File: src/rtl/smbw_pkg.sv
// Package: shared types for the clock-line monitor.
// Assumes: nothing beyond the language.
package smbw_pkg;

    // Operation applied to an up-timer in the current cycle.
    typedef enum logic [1:0] {
        TM_HOLD  = 2'd0,
        TM_LOAD  = 2'd1,
        TM_COUNT = 2'd2
    } tmr_op_e;

endpackage

File: src/rtl/smbw_sync.sv
// Module: smbw_sync
// A chain of STAGES flops that brings an asynchronous level into the clk domain.
// Assumes: STAGES >= 2; the idle level of the line is high, so reset loads ones.
module smbw_sync #(
    parameter int STAGES = 2
) (
    input  logic clk,
    input  logic rst_n,
    input  logic d_async,
    output logic q_sync
);

    logic [STAGES-1:0] chain;

    // Shift the raw level through the flop chain.
    always_ff @(posedge clk) begin
        if (!rst_n) chain <= '1;
        else        chain <= {chain[STAGES-2:0], d_async};
    end

    assign q_sync = chain[STAGES-1];

endmodule

File: src/rtl/smbw_uptimer.sv
// Module: smbw_uptimer
// An up-counter of width W. The op input tells it to hold, load the reload value,
// or count. When counting at the all-ones value it wraps to reload and asserts ovf
// in that cycle.
// Assumes: reload may change at any time; it is used only on load or wrap.
module smbw_uptimer
    import smbw_pkg::*;
#(
    parameter int W = 8
) (
    input  logic         clk,
    input  logic         rst_n,
    input  tmr_op_e      op,
    input  logic [W-1:0] reload,
    output logic         ovf
);

    localparam logic [W-1:0] TOP = '1;

    logic [W-1:0] cnt;

    // Rollover is flagged combinationally in the counting cycle that wraps.
    assign ovf = (op == TM_COUNT) && (cnt == TOP);

    // Apply the requested operation to the count.
    always_ff @(posedge clk) begin
        if (!rst_n) begin
            cnt <= '0;
        end else begin
            case (op)
                TM_LOAD:  cnt <= reload;
                TM_COUNT: cnt <= (cnt == TOP) ? reload : cnt + 1'b1;
                default:  cnt <= cnt;
            endcase
        end
    end

endmodule

File: src/rtl/smb_idle_watch.sv
// Module: smb_idle_watch (top)
// Watches the SMBus clock line. A free-bus timer runs while the line is high and
// produces a bus-free pulse, plus a start permit if a START is pending. A stall
// timer runs while the line is low and sets a sticky timeout flag that drives irq.
// Assumes: scl_in is asynchronous; the control inputs are synchronous to clk.
module smb_idle_watch
    import smbw_pkg::*;
#(
    parameter int FREE_W      = 12,
    parameter int LOW_W       = 20,
    parameter int SYNC_STAGES = 2
) (
    input  logic              clk,
    input  logic              rst_n,
    input  logic              scl_in,
    input  logic              free_en,
    input  logic              low_en,
    input  logic              low_run,
    input  logic              start_req,
    input  logic [FREE_W-1:0] free_reload,
    input  logic [LOW_W-1:0]  low_reload,
    input  logic              to_clear,
    output logic              bus_free,
    output logic              start_ok,
    output logic              scl_low_to,
    output logic              irq
);

    logic    scl_s;
    logic    free_ovf;
    logic    low_ovf;
    tmr_op_e free_op;
    tmr_op_e low_op;
    logic    low_armed;

    smbw_sync #(.STAGES(SYNC_STAGES)) u_sync (
        .clk     (clk),
        .rst_n   (rst_n),
        .d_async (scl_in),
        .q_sync  (scl_s)
    );

    // Free-bus timer: counts on high, reloads on low or when disabled.
    always_comb begin
        free_op = (free_en && scl_s) ? TM_COUNT : TM_LOAD;
    end

    // Stall timer: counts on low when armed, otherwise held at reload.
    always_comb begin
        low_armed = low_en && low_run;
        low_op    = (low_armed && !scl_s) ? TM_COUNT : TM_LOAD;
    end

    smbw_uptimer #(.W(FREE_W)) u_free_tmr (
        .clk    (clk),
        .rst_n  (rst_n),
        .op     (free_op),
        .reload (free_reload),
        .ovf    (free_ovf)
    );

    smbw_uptimer #(.W(LOW_W)) u_low_tmr (
        .clk    (clk),
        .rst_n  (rst_n),
        .op     (low_op),
        .reload (low_reload),
        .ovf    (low_ovf)
    );

    // Register the bus-free pulse and the start permit.
    always_ff @(posedge clk) begin
        if (!rst_n) begin
            bus_free <= 1'b0;
            start_ok <= 1'b0;
        end else begin
            bus_free <= free_ovf;
            start_ok <= free_ovf && start_req;
        end
    end

    // Sticky timeout flag; a new rollover wins over a clear.
    always_ff @(posedge clk) begin
        if (!rst_n)        scl_low_to <= 1'b0;
        else if (low_ovf)  scl_low_to <= 1'b1;
        else if (to_clear) scl_low_to <= 1'b0;
    end

    assign irq = scl_low_to;

endmodule

File: config.mk
export PLATFORM = sky130hd
export DESIGN_NAME = smb_idle_watch
export DESIGN_NICKNAME = d
export VERILOG_FILES = /design/src/rtl/smbw_pkg.sv /design/src/rtl/smbw_sync.sv /design/src/rtl/smbw_uptimer.sv /design/src/rtl/smb_idle_watch.sv
export SDC_FILE = /design/constraint.sdc
export NUM_CORES = 1
export LEC_CHECK = 0
export CAP_MARGIN = 20
export CORE_MARGIN = 2
export CORE_UTILIZATION = 45
export CTS_CLUSTER_SIZE = 40
export DETAILED_ROUTE_END_ITERATION = 10
export DONT_BUFFER_PORTS = 1
export RECOVER_POWER = 25
export SYNTH_ARGS = -nofsm -noshare
export SYNTH_HDL_FRONTEND = slang
export SYNTH_SLANG_ARGS = --single-unit
File: constraint.sdc
create_clock -name clk -period 2.6 [get_ports clk]
set_input_delay 0.13 -clock clk [delete_from_list [all_inputs] [get_ports clk]]
set_output_delay 0.13 -clock clk [all_outputs]
set_load 0.02 [all_outputs]
# Yosys cells after proc, flatten, opt, wreduce, memory -nomap -nowiden
# Cells that the tools add are included.
# op_classes
n_addsub	2
eq_ne	6
mux	8
reduce_logical	10
# op_table
cell	count
$pmux 20 s2	1
$pmux 12 s2	1
$add 20x1->20 const B	1
$eq 20x20->1 const B	1
$mux 20	1
$add 12x1->12 const B	1
$eq 12x12->1 const B	1
$mux 12	1
$logic_and 1x1->1	6
$reduce_bool 2->1	3
$eq 2x1->1 const B	2
$eq 2x2->1 const B	2
$mux 2	2
$mux 1	2
$logic_not 1->1	1
# totals
ff_bits	37
inputBits	40
output_inout_bits	4

# Depth between registers and ports, before layout
# depth
word_depth	6
ltp_mapped	7
mapped_depth_nobuf	6

# By module
# From an unflattened synthesis, not the netlist that was laid out.
# hier_totals
hier_cells	305
hier_area_um2	2368.5
# modules_own_cells
module	n_inst	cells_per_inst	area_each_um2	seq_area_each_um2
smbw_uptimer (u_low_tmr)	1	186	1386.3	400.4
smbw_uptimer (u_free_tmr)	1	102	807.0	240.2
smb_idle_watch	1	13	122.6	60.1
smbw_sync	1	4	52.6	40.0

# Worst setup path after synthesis
# Ideal clock, no wire load.
# synth_timing
kind	flip-flop to flip-flop
from	register u_low_tmr.cnt[0]
to	register u_low_tmr.cnt[11]
arrival_ns	1.507
t_required_ns	2.461
setup_slack_ns	0.954
stages_incl_launch_ff	8
path_cell_list	dfxtp_1 ha_1 nand4_1 nor3_4 a41oi_4 buf_6 nor2_1 a211oi_2
# synth_via
elab_chain_cells	3
elab_cells_between_ends	4
classes_between	add/sub: 1; eq/ne: 1; mux: 2
# synth_lines
item	line	text
start: declaration	smbw_uptimer.sv:20	logic [W-1:0] cnt;
start signal: assignment	smbw_uptimer.sv:31	TM_LOAD: cnt <= reload;
start signal: assignment	smbw_uptimer.sv:32	TM_COUNT: cnt <= (cnt == TOP) ? reload : cnt + 1'b1;
start signal: assignment	smbw_uptimer.sv:33	default: cnt <= cnt;
$add 20x1->20 or $eq 20x20->1 (tied branches)	smbw_uptimer.sv:32	
$mux 20 (*)	smbw_uptimer.sv:32	
$pmux 20 s2 (*)	smbw_uptimer.sv:30	case (op)
# Mark *: on every way between the ends. The rest lies on a longest branch, timed or not.
# A chain may end at the register's enable or synchronous reset.

# Worst setup path in the final report
# layout_timing
from	register u_low_tmr.cnt[0]
to	register u_low_tmr.cnt[0]
# Same word-level chain as after synthesis.

==> flow_summary.toml <==
[timing]
setup_clock_skew_after_layout_ns = 0.005319
rsz0062_at_grt = "false"
hold_viol_final = 0
report.final.setup_viol = 0
upper_clock_frequency_limit_mhz = 506.4
worst_pin_slew_ns = 0.8823
holdWs_ns = 0.01062
worst_slew_margin_rel_pct = 41.11
number_of_max_slew_violations_in_the_final_report = 0
fin_crit_ns = 1.975
fin_tns_setup_ns = 0
post-route-period-util_pct = 75.96

[critical_path]
setup.worst_path.end = "u_low_tmr.cnt[0]$_SDFF_PN0_"
criticalPathCategory = "reg -> reg"
reg2reg_setup_slack_ns = 0.63
worst_r2r_endpoint = "u_low_tmr.cnt[0]$_SDFF_PN0_"
rr_startpoint = "u_low_tmr.cnt[0]$_SDFF_PN0_"
crit_path_max_fanout = 24
worst_r2r_path_depth = 7
setup.worst_path.start_class = "flip-flop"
startpoint = "u_low_tmr.cnt[0]$_SDFF_PN0_"
cp.arrival_ns = 2.12
cp_data_required_time_ns = 2.75
cp-end-kind = "flip-flop"

[pwr]
total_leakage_power_nw = 0.7576
vdd.ir_drop.worst_v = 0.0002528
power-per-cell-area_nw_per_um2 = 554.9
total_power_mw = 1.192

[place]
gpl_congestion = 0.7622
detailed_place.area_sq_um = 1929
dp_hpwl_um = 2793
numPortBuffers = 0

[logic_synthesis]
synth-main-ff-cell = "dfxtp_1"
synth.area.top_cells = "dfxtp_1, xor2_1, a211oi_2, xnor2_1, nor2_1"
ys_ff_latch = 37
synth_enable_flop_cells = 0
most_numerous_cell_in_the_yosys_netlist = "dfxtp_1"
postSynthAreaPerCell_sq_um = 9.026
synthesis.area_sq_um = 1941
yosysSeqAreaShare_pct = 38.17
post-synth-top-area-fraction_pct = 38.17
ys_async_sr_fraction_pct = 0
number_of_different_library_cells_in_the_post_synthesis_netlist = 43
synthCells = 215
synthesis.nets = 257
synthTopCellsByCount = "dfxtp_1, nor2_1, nand2_1"
post-synth-top-area-cell = "dfxtp_1"
yosys_warnings = 0

[floorplan]
design.portCount = 44
core_area_sq_um = 4086
die_w_um = 69.67
site_rows = 23
chipHeight_um = 69.67
die-area_sq_um = 4854
initial_utilization_pct = 47.49

[cts]
cts_root_buf = "clkbuf_8"
cts_max_level = 2
cts.sinks = 37
cts.path.max_buffers = 2
register_clock_pin_slew_on_the_reported_worst_setup_and_hold_paths_ns = 0.08
inserted_clock_buffers = 5
tritoncts = "done"
cts_setup_buffers = 0
insertion_delay_ns = 0.29

[cells_and_area]
seqCellArea_sq_um = 740.7
num-fill-cells = 406
final_util_pct = 52.57
fin_area_sq_um = 2148
area_growth_pct = 10.70
multiInputGateArea_sq_um = 1104
n_antenna_cell = 0
final_layout_size_suffix_gt1_share_pct = 12.16
finish.net_count = 263

[route]
drt-total-wl_um = 4087
first_iter_violations = 72
vias_per_cell = 5.768
drc_errors = 0
detailedRoute.firstPassIterationCount = 4
detailroute.via_count = 1569
routed_length_per_placed_instance_um = 15.03
post_route_antenna_net_violation_count = 0

[worst_hold_path]
worst_hold_path_type = "in -> reg"
min_delay_path_depth = 2

[global_route]
track_usage_pct = 18.09
grt_max_degree = 34
initial_antenna_violation_count = 0
grt_remaining_overflow = 0
grt_first_pass_wirelength_um = 7079
via_count_of_the_first_global_routing_pass = 1576

[run_status]
outcome = "finished clean"

[flow_run]
max_cap_violations = 0
==> cell usage in the layout, fill, tap and decap left out, types with 2 or more instances in the layout <==
cell type	instances
and4_1	2
nor3_1	3
and2_1	3
dfxtp_1	37
nand3b_1	2
a21oi_1	14
inv_1	4
ha_1	2
and3_1	7
o32ai_1	2
a211oi_1	4
nand2_1	15
clkbuf_8	7
mux2i_1	2
xor2_1	13
xnor2_1	11
nand3_1	11
o21ai_0	7
dlygate4sd3_1	9
nor2_1	24
nand4_1	5
nor4_1	2
nand2b_1	3
o21ai_1	6
a211oi_2	9
==> area by class of cell <==
class,count,area share (%)
clock buffer,7,4.485
clock inverter,1,0.2330
inverter,4,0.6989
multi-input combinational,162,51.37
sequential,37,34.48
tap,50,2.912
timing repair buffer,11,5.824
==> sequential cells by signal, summed over array words and instances (netlist names) <==
name	cells
u_free_tmr.cnt	12
bus_free	1
irq	1
u_sync.chain	2
start_ok	1
u_low_tmr.cnt	20
==> layer usage <==
layer  global-route usage (%)  up-vias  share of wire, %
met5                        0        -                 0
met3                    5.523        6               6.6
met2                    27.99       51                45
met4                    9.188        0               1.6
met1                    22.72      734                47
li1                         -      778                 -
==> per-stage QoR <==
step                      setup slack [ns]  instances
after floorplan                     0.9543        215
after global routing                0.4066        272
final                               0.6252        272
after detailed placement            0.3833        254
after CTS                           0.3656        271
after global placement              0.5268        254
==> critical path, stage by stage, from the launching register on <==
cell	delay (ns)
dfxtp_1	0.36
ha_1	0.25
nand4_1	0.19
nor3_4	0.29
a41oi_4	0.29
buf_16	0.25
mux2i_1	0.15
nor2_1	0.05
==> where the power goes <==
part           leakage [nW]  total [mW]  switching [mW]  internal (mW)
logic                 0.396       0.111          0.0561         0.0548
clock network        0.0542       0.444           0.204          0.240
registers             0.307       0.637          0.0357          0.601
==> what timing repair did <==
action	4_1_cts	5_1_grt
hold buffers	9	0
gates resized for setup	0	0
endpoints found under the hold margin	16	0
==> how the worst min path moves through the flow <==
| stage | from | end | slack (ns) |
|---|---|---|---|
| final | rst_n | u_low_tmr.cnt[13]$_SDFF_PN0_ | 0.01 |
| after global placement | rst_n | u_sync.chain[1]$_SDFF_PN1_ | 0.21 |
| after floorplan | scl_in | u_sync.chain[0]$_SDFF_PN1_ | 0.23 |
| after global routing | rst_n | u_low_tmr.cnt[15]$_SDFF_PN0_ | 0.01 |
| after detailed placement | rst_n | u_sync.chain[0]$_SDFF_PN1_ | 0.21 |
| after CTS | rst_n | u_low_tmr.cnt[13]$_SDFF_PN0_ | 0.002 |
==> logic make-up after synthesis <==
kind of cell               after synthesis  share of synthesized area, %
xor gates and xnor gates                24                         10.83
and+or+nand+nor                         83                         23.66
AOI/OAI and AO/OA                       51                         20.05
DFF                                     37                         38.17
muxes                                    2                         1.032
buffers and inverters                   16                         4.964
adders and majority gates                2                         1.289
(Power assumes the default switching activity.)
